===== config.mk =====
export PLATFORM = sky130hd
export DESIGN_NAME = cascade_timer_array
export DESIGN_NICKNAME = d
export VERILOG_FILES = /design/src/rtl/cascade_timer_array.sv
export SDC_FILE = /design/constraint.sdc
export NUM_CORES = 1
export LEC_CHECK = 0
export BUFFER_PORTS_ARGS = -buffer_cell sky130_fd_sc_hd__clkbuf_2
export CAP_MARGIN = 10
export CORE_UTILIZATION = 57
export CTS_CLUSTER_DIAMETER = 200
export CTS_CLUSTER_SIZE = 40
export DETAILED_ROUTE_END_ITERATION = 8
export PLACE_DENSITY = 0.85
export SKIP_LAST_GASP = 1
export SYNTH_ARGS = -nofsm -noshare
export SYNTH_HDL_FRONTEND = slang
export SYNTH_SLANG_ARGS = --single-unit

===== constraint.sdc =====
create_clock -name clk -period 5.93 [get_ports clk]
set_input_delay 0.8895 -clock clk [delete_from_list [all_inputs] [get_ports clk]]
set_output_delay 0.8895 -clock clk [all_outputs]
set_load 0.005 [all_outputs]

===== src/rtl/cascade_timer_array.sv =====
module cascade_timer_array #(
  parameter int W          = 8,
  parameter int AW         = 4,
  parameter int PRE_LOG_LO = 1,
  parameter int PRE_LOG_MID= 4,
  parameter int PRE_LOG_HI = 12
) (
  input  logic          clk,
  input  logic          rst_n,
  input  logic          wr_en,
  input  logic [AW-1:0] wr_addr,
  input  logic [W-1:0]  wr_data,
  input  logic          clk_sel,
  input  logic          main_tick,
  input  logic          sub_tick,
  input  logic          ext_a,
  input  logic          ext_b,
  output logic [5:0]    ovf_o,
  output logic [5:0]    irq_o
);
  localparam int NT = 6;
  localparam logic [AW-1:0] A_MODE_A = AW'(6);
  localparam logic [AW-1:0] A_MODE_B = AW'(7);
  localparam logic [AW-1:0] A_IRQ    = AW'(8);

  logic [W-1:0] lat [NT];
  logic [W-1:0] cnt [NT];
  logic [NT-1:0] ld, zr, en_v;
  logic [5:0] mode_a;
  logic [4:0] mode_b;
  logic [PRE_LOG_HI-1:0] pre;
  logic [2:0] sa, sb;
  logic live;

  logic base, p2, p16, pslow, xa, xb;
  logic e1, e2, e3, e4, e5, e6;
  logic o1, o2, o3, o4, o5, o6;

  assign base  = clk_sel ? sub_tick : main_tick;
  assign p2    = base && (&pre[PRE_LOG_LO-1:0]);
  assign p16   = base && (&pre[PRE_LOG_MID-1:0]);
  assign pslow = base && (&pre);
  assign xa    = sa[1] & ~sa[2];
  assign xb    = sb[1] & ~sb[2];

  always_ff @(posedge clk) begin
    if (!rst_n) begin
      pre  <= '0;
      sa   <= '0;
      sb   <= '0;
      live <= 1'b0;
    end else begin
      if (base) pre <= pre + 1'b1;
      sa   <= {sa[1:0], ext_a};
      sb   <= {sb[1:0], ext_b};
      live <= 1'b1;
    end
  end

  always_ff @(posedge clk) begin
    if (!rst_n) begin
      mode_a <= '0;
      mode_b <= '0;
    end else if (wr_en) begin
      if (wr_addr == A_MODE_A) mode_a <= wr_data[5:0];
      if (wr_addr == A_MODE_B) mode_b <= wr_data[4:0];
    end
  end

  for (genvar i = 0; i < NT; i++) begin : g_dec
    assign ld[i] = wr_en && (wr_addr == AW'(i));
    assign zr[i] = (cnt[i] == '0);
  end

  assign e1 = (mode_a[1:0] == 2'd0) ? p16 : (mode_a[1:0] == 2'd1) ? pslow : xa;
  assign o1 = e1 & zr[0] & ~ld[0];
  assign e2 = (mode_a[3:2] == 2'd0) ? p16 : (mode_a[3:2] == 2'd1) ? o1 : xa;
  assign o2 = e2 & zr[1] & ~ld[1];
  assign e3 = (mode_a[5:4] == 2'd0) ? p16 : (mode_a[5:4] == 2'd1) ? sub_tick : xb;
  assign o3 = e3 & zr[2] & ~ld[2];

  always_comb begin
    case (mode_b[1:0])
      2'd0:    e4 = p16;
      2'd1:    e4 = p2;
      2'd2:    e4 = sub_tick;
      default: e4 = o3;
    endcase
  end
  assign o4 = e4 & zr[3] & ~ld[3];
  assign e5 = (mode_b[3:2] == 2'd0) ? p16 : (mode_b[3:2] == 2'd1) ? o2 : o4;
  assign o5 = e5 & zr[4] & ~ld[4];
  assign e6 = mode_b[4] ? o5 : p16;
  assign o6 = e6 & zr[5] & ~ld[5];

  assign en_v  = {e6, e5, e4, e3, e2, e1};
  assign ovf_o = {o6, o5, o4, o3, o2, o1};

  for (genvar i = 0; i < NT; i++) begin : g_tmr
    always_ff @(posedge clk) begin
      if (!rst_n) begin
        lat[i] <= '1;
        cnt[i] <= '1;
      end else if (ld[i]) begin
        lat[i] <= wr_data;
        cnt[i] <= wr_data;
      end else if (en_v[i]) begin
        cnt[i] <= zr[i] ? lat[i] : cnt[i] - W'(1);
      end
    end

    AST_LATCH_LOAD: assert property (@(posedge clk) disable iff (!rst_n)
      live && ld[i] |=> (cnt[i] == $past(wr_data)) && (lat[i] == $past(wr_data)));
    AST_DECREMENT: assert property (@(posedge clk) disable iff (!rst_n)
      live && en_v[i] && !ld[i] && !zr[i] |=> cnt[i] == $past(cnt[i]) - W'(1));
    AST_OVF_RELOAD: assert property (@(posedge clk) disable iff (!rst_n)
      live && ovf_o[i] |=> cnt[i] == $past(lat[i]));
    AST_IDLE_HOLD: assert property (@(posedge clk) disable iff (!rst_n)
      live && !en_v[i] && !ld[i] |=> $stable(cnt[i]));
    AST_FLAG_SET: assert property (@(posedge clk) disable iff (!rst_n)
      live && ovf_o[i] |=> irq_o[i]);
    AST_FLAG_STICKY: assert property (@(posedge clk) disable iff (!rst_n)
      live && irq_o[i] && !(wr_en && wr_addr == A_IRQ && !wr_data[i]) |=> irq_o[i]);
  end

  always_ff @(posedge clk) begin
    if (!rst_n) irq_o <= '0;
    else if (wr_en && wr_addr == A_IRQ) irq_o <= (irq_o & wr_data[5:0]) | ovf_o;
    else irq_o <= irq_o | ovf_o;
  end

  AST_PRE_NEST_MID: assert property (@(posedge clk) disable iff (!rst_n)
    p16 |-> p2);
  AST_PRE_NEST_SLOW: assert property (@(posedge clk) disable iff (!rst_n)
    pslow |-> p16);
  AST_PIN_PULSE: assert property (@(posedge clk) disable iff (!rst_n)
    live && xa |=> !xa);
endmodule


==> reports/summary.txt, run 1 <==
Worst slew slack as a fraction of its limit -> 42.7%
Number of H-tree levels -> 4
Fin. max-slew vios -> 0
Hold_buf cts -> 0
Critical path class -> reg -> out
Root buffer cell -> clkbuf_16
Fraction of the cycle the final worst path needs -> 75.3%
Max-capacitance violation count -> 0
Synth Area in Compound Gates -> 13.6%
Post-detailed-placement cell area -> 6960 um2
Total DRC errors in the routed layout -> 0
Total wirelength of the detailed-routed design -> 14.5 mm
Synth area leaders -> edfxtp_1 (43%), dfxtp_1 (10%), a21boi_0 (4.7%), or2_2 (4.6%), o21ai_0 (3.6%)
Xor and xnor area share after synthesis -> 4.15%
Source of the worst hold timing path -> sa[0]
Prevailing post-synth register cell -> edfxtp_1
R2r startpoint -> cnt[2][0]
Insertion delay of the later-clocked pin in the worst-skew pair -> 0.42 ns
Cell type with the largest total area after synthesis -> edfxtp_1
Post-cts resize count -> 0
FF+latch area -> 3580 um2
Gate Count Post-Synth -> 649
Number of synthesis warnings -> 0
Power Density -> 283 nW/um2
P_sw -> 0.457 mW
Number of hold violations in the final report -> 0
Half-perimeter wire length after placement -> 10.0 mm
Logic gate share of total power -> 3.3%
Syn_area_per_cell -> 10.4 um2
Leakage component of the power -> 2.70 nW
Via count -> 4930
IR Drop Worst-Case VDD -> 0.206 mV
CP max stage cell -> a311oi_1
Internal power contribution -> 1.68 mW
Per-cell via count in the routed design -> 5.95
Die outline width -> 111 um
Sequential power share -> 47.6%
FF+latch count, synth -> 131
CP endpoint kind -> output pin
Starting density of the core -> 58.9%
Proportion of layout cells with a drive suffix above 1 -> 17.7%
Clock slew seen by the registers of the worst setup and hold paths -> 0.06 ns
End of the worst register-to-register path -> cnt[5][6]
Cell with the most instances after synthesis -> edfxtp_1
Initial antenna violation count -> 0
Sequence of cells on the critical path -> inv_1, ha_1, nand3_1, o211a_1, a311oi_1, a31oi_1, or3_4, a211oi_2, clkbuf_2
Global-route usage over all layers -> 24.7%
Post-synthesis mux area share -> 2.98%
Post-synthesis to final-layout area growth -> 11.8%
Number of fill cells -> 816
Pin count of the biggest net entering global routing -> 52
Sum of internal, switching and leakage power -> 2.14 mW
Worst Hold Path EP -> sa[1]
EDFF count, synth -> 96
Post-Place Worst Slack -> 1.79 ns
Worst path setup slack after routing -> 1.46 ns
Proportion of netlist area held by the largest area contributor -> 42.7%
CTS max path bufs -> 2
Post-route cell area -> 7560 um2
Core outline area -> 11500 um2
Unrepaired setup endpoints after global routing -> false
Worst-Margin Slew -> 0.859 ns
Number of cells on the worst reg-to-reg path -> 8
Gate family responsible for the most delay along the worst path -> compound AO/OA/AOI/OAI gates
Power share of the clock group -> 49.1%
Combinational family with the most area after synthesis -> simple AND/OR/NAND/NOR gates
Type of the tightest min-delay check -> reg -> reg
Synth cell count leaders -> edfxtp_1 (96), nand2_1 (56), or2_2 (50)
Area of the multi-input gates -> 2960 um2
Highest clock rate -> 224 MHz
Area of the die -> 12300 um2
Delay contributed by the slowest stage of the critical path -> 0.48 ns
Synth Area in Adders -> 1.67%
Overall overflow remaining after global route -> 0
Buffers inserted by post-CTS timing repair -> 0
Post-synthesis net count -> 678
Simple-gate portion of the synthesized area -> 21.4%
Core utilization of the finished layout -> 65.9%
Clock tree skew after final layout -> 0.00606 ns
Number of distinct library cells after synthesis -> 52
Clock sinks -> 131
Chip Height -> 111 um
Via count of the first global-routing pass -> 4728
Routed wire per std cell -> 17.5 um
Maximum fanout encountered on the critical timing path -> 12
Number of nets still failing antenna checks after routing -> 0
1st-pass router iterations -> 5
Inserted Clock Buffers -> 17
Share of synthesized area occupied by flip-flops and latches -> 53.0%
Number of placed I/O pins -> 32
Reg2Reg Setup Slack -> 2.43 ns
DRT iter0 DRCs -> 363
Share of synthesized flip-flops with an asynchronous set or reset -> 0%
Minimum period implied by the final worst setup slack -> 4.47 ns
Placer congestion estimate -> 0.857
Final Setup Violations -> 0
Crit path launch type -> flip-flop
Net switching share of the total power -> 21.3%
Crit path buffers/inverters -> 2
Status -> finished, final reports clean
Aggregate negative setup slack -> 0 ns
Wire length of the first global-routing pass -> 23.6 mm
FP Rows -> 39
Quantity of I/O buffers inserted on ports -> 31
Clock tree from TritonCTS -> done
Data arrival time of the critical path -> 3.58 ns
Synthesized area -> 6760 um2
NumNets Final -> 700
Hold-critical path depth -> 1
Req. time, crit path -> 5.04 ns
## routing by layer
metal / GRT usage (%) / wire length (um) / up-vias
met2: 38.6 / 6870 / 159
met1: 33.2 / 6350 / 2366
li1: - / - / 2371
met5: 0 / 0 / -
met3: 5.08 / 928 / 34
met4: 11.3 / 381 / 0
## cells by family after synthesis
| family | after synthesis |
|---|---|
| flops | 131 |
| fa+ha+maj | 9 |
| compound gates | 143 |
| buf+inv | 52 |
| simple gates | 262 |
| xor+xnor | 32 |
| mux | 20 |
## state kept, by name, indices dropped and copies added, names as in the netlist
signal / flops
sa: 3
cnt: 48
mode_b: 5
irq_o: 6
sb: 3
pre: 12
mode_a: 6
lat: 48
## cell type report
class | instances | share of cell area (%)
Inverter | 24 | 1.19
Sequential cell | 131 | 47.4
Timing Repair Buffer | 31 | 2.05
Clock inverter | 15 | 2.19
Antenna cell | 1 | 0.0331
Multi-Input combinational cell | 466 | 39.1
Tap cell | 143 | 2.37
Clock buffer | 17 | 5.63
## worst max-delay path by stage
stage,cells past startpoint,slack [ns],start,to
after detailed placement,9,1.79,clk_sel,ovf_o[5]
after floorplan,8,2.28,clk_sel,ovf_o[5]
final,9,1.46,cnt[2][0],ovf_o[5]
after CTS,8,1.50,cnt[2][3],ovf_o[5]
after global routing,9,1.26,cnt[2][0],ovf_o[5]
after global placement,9,1.92,clk_sel,ovf_o[5]
## layout by cell type (no fill, tap or decap), types with 14 or more instances in the layout
cell type and count:
xor2_1 14, mux2i_1 19, inv_1 23, nand2_1 56
clkbuf_16 17, nor2_1 35, a21boi_0 42, dfxtp_1 35
and2_1 24, clkbuf_2 31, nor3_1 16, a21oi_1 22
o21ai_0 48, xnor2_1 18, or2_2 50, nand3_1 15
edfxtp_1 96
## worst reg2reg max path: stages (launching register included)
cell,delay (ns)
edfxtp_1,0.45
inv_1,0.09
ha_1,0.26
nand3_1,0.39
o211a_1,0.35
a311oi_1,0.48
a31oi_1,0.30
or3_4,0.47
nand3_1,0.36
## through the flow
| stage | instances | hold WS, ns |
|---|---|---|
| CTS | 827 | 0.438 |
| detailed placement | 795 | 0.424 |
| floorplan | 649 | 0.412 |
| global placement | 795 | 0.416 |
| global route | 827 | 0.454 |
| finish | 828 | 0.434 |
## power by group through the flow
stage | registers, mW | clock network, mW | logic (mW)
2_1_floorplan | 1.03 | 0 | 0.0408
3_3_place_gp | 1.04 | 0 | 0.0671
3_5_place_dp | 1.04 | 0 | 0.0702
4_1_cts | 1.02 | 1.05 | 0.0704
5_1_grt | 1.02 | 1.09 | 0.0773
6_report | 1.02 | 1.05 | 0.0709
No activity file was read; power rests on OpenSTA's default activity.
==> inputs of run 2 (changes only) <==
==> constraint.sdc (replaced) <==
create_clock -name clk -period 4.25 [get_ports clk]
set_input_delay 0.6375 -clock clk [delete_from_list [all_inputs] [get_ports clk]]
set_output_delay 0.6375 -clock clk [all_outputs]
set_load 0.005 [all_outputs]
==> run 2 against run 1 <==
Net effect:
- worst hold slack lost 0.012 ns
- first-iteration DRC count grew 23%
- highest routed layer unchanged
- clock power grew 36%
- utilization is essentially flat
==> reports/summary.txt, run 2 (synthesized netlist as in run 1, its figures left out) <==
Status -> finished, final reports clean
Critical path depth -> 8
Sum of internal, switching and leakage power -> 2.95 mW
Number of cells on the worst reg-to-reg path -> 7
Worst slew slack as a fraction of its limit -> 41.9%
Fin. max-slew vios -> 0
Half-perimeter wire length after placement -> 9.77 mm
Insertion delay of the later-clocked pin in the worst-skew pair -> 0.42 ns
Buffers inserted by post-CTS timing repair -> 0
Placer congestion estimate -> 0.818
Most common library cell in the layout ignoring fill and taps -> edfxtp_1
Number of hold violations in the final report -> 0
FP Rows -> 39
Sequential power share -> 48.2%
Total length of routed met2 wires -> 6.71 mm
Power Density -> 390 nW/um2
Per-cell via count in the routed design -> 6.00
Power share of the clock group -> 48.4%
CP endpoint kind -> output pin
Starting density of the core -> 58.9%
Most used cells in the layout excluding fill and tap cells -> edfxtp_1 (96), nand2_1 (56), or2_2 (50)
Capturing element of the worst setup path -> ovf_o[5]
Area of the die -> 12300 um2
Global-route usage over all layers -> 25.4%
Internal power contribution -> 2.35 mW
Quantity of I/O buffers inserted on ports -> 31
Total wirelength of the detailed-routed design -> 14.7 mm
Net switching share of the total power -> 20.2%
Gate family responsible for the most delay along the worst path -> simple AND/OR/NAND/NOR gates
Wire length of the first global-routing pass -> 24.2 mm
Layout Cells excl Fill -> 829
Crit path launch type -> flip-flop
Reg2Reg Setup Slack -> 1.03 ns
Data arrival time of the critical path -> 3.29 ns
Via count of the first global-routing pass -> 4901
Number of fill cells -> 826
Biggest registers after layout -> cnt: 48 flops, lat: 48 flops, pre: 12 flops
Number of placed I/O pins -> 32
End of the worst register-to-register path -> cnt[5][6]
Number of nets still failing antenna checks after routing -> 0
Proportion of layout cells with a drive suffix above 1 -> 17.4%
Clock slew seen by the registers of the worst setup and hold paths -> 0.06 ns
Unrepaired setup endpoints after global routing -> false
Total DRC errors in the routed layout -> 0
Post-Place Worst Slack -> 0.581 ns
P_sw -> 0.595 mW
Via count -> 4976
Type of the tightest min-delay check -> reg -> reg
Worst path setup slack after routing -> 0.319 ns
Clock tree skew after final layout -> 0.00654 ns
Maximum fanout encountered on the critical timing path -> 6
CP max stage cell -> or4_1
Met1 Routed Length -> 6.40 mm
Aggregate negative setup slack -> 0 ns
Final Setup Violations -> 0
Fraction of the cycle the final worst path needs -> 92.5%
Post-synthesis to final-layout area growth -> 11.9%
Clock tree from TritonCTS -> done
Critical path class -> reg -> out
Initial antenna violation count -> 0
Area of the multi-input gates -> 2970 um2
Worst setup path startpoint -> cnt[0][2]
Die outline width -> 111 um
Post-cts resize count -> 0
CTS max path bufs -> 2
NumNets Final -> 701
Highest routed metal layer -> met4
IR Drop Worst-Case VDD -> 0.318 mV
Pin count of the biggest net entering global routing -> 52
Chip Height -> 111 um
Routed met3 length -> 1.10 mm
Worst slack on hold paths -> 0.422 ns
Delay contributed by the slowest stage of the critical path -> 0.70 ns
Req. time, crit path -> 3.61 ns
FF+latch area -> 3580 um2
1st-pass router iterations -> 5
Number of H-tree levels -> 4
R2r startpoint -> cnt[0][2]
Highest clock rate -> 254 MHz
Leakage component of the power -> 2.71 nW
Logic gate share of total power -> 3.4%
Root buffer cell -> clkbuf_16
Routed wire per std cell -> 17.7 um
Inserted Clock Buffers -> 17
Minimum period implied by the final worst setup slack -> 3.93 ns
Placed insts -> 796
Hold_buf cts -> 0
Worst-Margin Slew -> 0.871 ns
Core outline area -> 11500 um2
Max-capacitance violation count -> 0
Crit path buffers/inverters -> 1
Sequence of cells on the critical path -> or4_1, nor4_4, a21oi_1, nor3_2, a311oi_2, or3_4, a211oi_2, clkbuf_2
Clock sinks -> 131
DRT iter0 DRCs -> 446
Overall overflow remaining after global route -> 0
run 2: changes by cell type in the layout (fill, tap and decap cells not counted), moves of 2 or more:
cell,change
clkinv_2,-2
clkinvlp_4,-4
clkbuf_1,+5
clkbuf_8,+4
run 2: layout make-up:
cell class | instances | share of cell area, %
clock buffers | 26 | 6.60
clock inverters | 6 | 1.03
well taps | 143 | 2.37
flip-flops and latches | 131 | 47.4
multi-input cells | 466 | 39.2
diodes | 1 | 0.0331
repair buffers | 32 | 2.15
inverters | 24 | 1.19
run 2: through the flow:
stage               instance area, um2  util [%]
floorplan                         6760         -
global placement                  6970      60.8
detailed placement                6970      60.8
CTS                               7550      65.8
global route                      7560      65.9
finish                            7560      65.9
run 2: layer usage:
layer	up-vias	track usage [%]
li1	2376	-
met1	2367	34.0
met2	192	39.0
met3	41	6.45
met4	0	11.4
met5	-	0
run 2: worst min-delay path by stage:
| stage | startpoint | end | depth (start not counted) |
|---|---|---|---|
| final | sa[0] | sa[1] | 1 |
| after global routing | ext_a | sa[0] | 2 |
| after global placement | sb[0] | sb[1] | 1 |
| after CTS | ext_b | sb[0] | 2 |
| after detailed placement | sa[0] | sa[1] | 1 |
| after floorplan | sa[0] | sa[1] | 1 |
run 2: power groups by stage:
| stage | sequential [mW] | clock (mW) | combinational [mW] |
|---|---|---|---|
| 2_1_floorplan | 1.44 | 0 | 0.0569 |
| 3_3_place_gp | 1.44 | 0 | 0.0955 |
| 3_5_place_dp | 1.45 | 0 | 0.0982 |
| 4_1_cts | 1.42 | 1.44 | 0.0987 |
| 5_1_grt | 1.42 | 1.49 | 0.109 |
| 6_report | 1.42 | 1.43 | 0.0989 |
==> inputs of run 3 (changes only) <==
--- a/config.mk
+++ b/config.mk
@@ -8,10 +8,12 @@
 export BUFFER_PORTS_ARGS = -buffer_cell sky130_fd_sc_hd__clkbuf_2
 export CAP_MARGIN = 10
 export CORE_UTILIZATION = 57
+export CTS_BUF_LIST = sky130_fd_sc_hd__clkbuf_4
 export CTS_CLUSTER_DIAMETER = 200
 export CTS_CLUSTER_SIZE = 40
 export DETAILED_ROUTE_END_ITERATION = 8
 export PLACE_DENSITY = 0.85
+export SKIP_CTS_REPAIR_TIMING = 1
 export SKIP_LAST_GASP = 1
 export SYNTH_ARGS = -nofsm -noshare
 export SYNTH_HDL_FRONTEND = slang
==> run 3 against run 2 <==
Net effect:
- global-route usage decreased by 0.78 points
- non-clock buffer count unchanged
- critical path depth unchanged
- worst hold slack got worse by 0.12 ns
- clock skew increased by 0.0097 ns
- via count decreased by 0.88%
- sequential share of layout area increased by 2.1 points
- die area unchanged
==> reports/summary.txt, run 3 (synthesized netlist as in run 1, its figures left out) <==
Placed insts -> 796
Clock tree skew after final layout -> 0.0162 ns
Proportion of layout cells with a drive suffix above 1 -> 17.5%
Status -> finished, final reports clean
Most used cells in the layout excluding fill and tap cells -> edfxtp_1 (96), nand2_1 (56), or2_2 (50)
Initial antenna violation count -> 0
Final Setup Violations -> 0
Clock slew seen by the registers of the worst setup and hold paths -> 0.09 ns
Fin. max-slew vios -> 0
Per-cell via count in the routed design -> 5.95
Worst slew slack as a fraction of its limit -> 40.7%
Die outline width -> 111 um
Core outline area -> 11500 um2
Max-capacitance violation count -> 0
Worst setup path startpoint -> cnt[0][2]
IR Drop Worst-Case VDD -> 0.214 mV
Via count -> 4932
Starting density of the core -> 58.9%
Chip Height -> 111 um
Number of H-tree levels -> 4
CP endpoint kind -> output pin
Fraction of the cycle the final worst path needs -> 95.7%
Maximum fanout encountered on the critical timing path -> 6
Global-route usage over all layers -> 24.6%
Via count of the first global-routing pass -> 4813
R2r startpoint -> cnt[0][2]
Clock tree from TritonCTS -> done
Routed wire per std cell -> 17.1 um
Hold-critical path depth -> 2
Post-synthesis to final-layout area growth -> 7.16%
Placer congestion estimate -> 0.818
Layout Cells excl Fill -> 829
Reg2Reg Setup Slack -> 1.03 ns
Overall overflow remaining after global route -> 0
NumNets Final -> 701
Number of placed I/O pins -> 32
Quantity of I/O buffers inserted on ports -> 31
Half-perimeter wire length after placement -> 9.77 mm
Total DRC errors in the routed layout -> 0
Source of the worst hold timing path -> ext_b
Req. time, crit path -> 3.61 ns
Leakage component of the power -> 2.58 nW
Pin count of the biggest net entering global routing -> 52
Worst-Margin Slew -> 0.890 ns
Number of nets still failing antenna checks after routing -> 0
Total wirelength of the detailed-routed design -> 14.2 mm
CTS max path bufs -> 2
Number of hold violations in the final report -> 0
Worst path setup slack after routing -> 0.184 ns
Post-Place Worst Slack -> 0.581 ns
Type of the tightest min-delay check -> in -> reg
Number of cells on the worst reg-to-reg path -> 7
Data arrival time of the critical path -> 3.43 ns
Wire length of the first global-routing pass -> 23.6 mm
Unrepaired setup endpoints after global routing -> false
DRT iter0 DRCs -> 404
Crit path launch type -> flip-flop
Insertion delay of the later-clocked pin in the worst-skew pair -> 0.55 ns
Biggest registers after layout -> cnt: 48 flops, lat: 48 flops, pre: 12 flops
FP Rows -> 39
Root buffer cell -> clkbuf_4
Power Density -> 319 nW/um2
Highest clock rate -> 246 MHz
Clock sinks -> 131
1st-pass router iterations -> 6
Critical path class -> reg -> out
Inserted Clock Buffers -> 17
Number of fill cells -> 882
Minimum period implied by the final worst setup slack -> 4.07 ns
Most common library cell in the layout ignoring fill and taps -> edfxtp_1
Area of the die -> 12300 um2
-- run 3: cell types whose count changed in the layout (fill, tap and decap cells not counted) --
cell       previous run  this run
clkbuf_8              4         0
clkbuf_1              5         0
clkbuf_16            17         0
clkbuf_4              0        22
clkinv_1              3         7
-- run 3: area by class of cell --
cell class,instances,area (um2),area share [%]
repair buffers,32,163,2.25
clock inverters,10,92.6,1.28
well taps,143,179,2.47
diodes,1,2.50,0.0345
flip-flops and latches,131,3580,49.5
multi-input cells,466,2970,41.0
clock buffers,22,165,2.28
inverters,24,90.1,1.24
-- run 3: worst max-delay path: stages, from the launching register on --
cell and delay, ns:
edfxtp_1 0.45, or4_1 0.70, nor4_4 0.20, a21oi_1 0.11
nor3_2 0.34, a311oi_2 0.25, or3_4 0.47, a211oi_2 0.23
clkbuf_2 0.14
-- run 3: per-layer routing --
layer  vias to the layer above  wire length (um)  track usage (%)  share of wire, %
li1                       2369                 -                -                 -
met4                         0               338             11.3               2.4
met1                      2332              6300             33.3                45
met2                       205              6440             37.8                46
met5                         -                 0                0                 0
met3                        26              1070             5.52               7.5
-- run 3: metrics by stage --
step           util, %  hold WS, ns  area, um2  setup TNS [ns]  power [mW]
2_1_floorplan        -        0.412       6760               0        1.50
6_report          63.2        0.304       7240               0        2.31
4_1_cts           63.0        0.265       7230         -0.0459        2.32
5_1_grt           63.1        0.277       7240               0        2.39
3_3_place_gp      60.8        0.419       6970               0        1.54
3_5_place_dp      60.8        0.417       6970               0        1.55
-- run 3: final timing paths --
path,to
worst max-delay path,ovf_o[5]
worst min-delay path,sb[0]
worst max register to register,cnt[5][5]
worst min register to register,sa[1]
-- run 3: report_power, final --
group | switching (mW) | internal [mW] | leakage (nW)
sequential | 0.0138 | 1.40 | 1.10
combinational | 0.0713 | 0.0274 | 1.33
clock | 0.429 | 0.368 | 0.147
total | 0.514 | 1.80 | 2.58
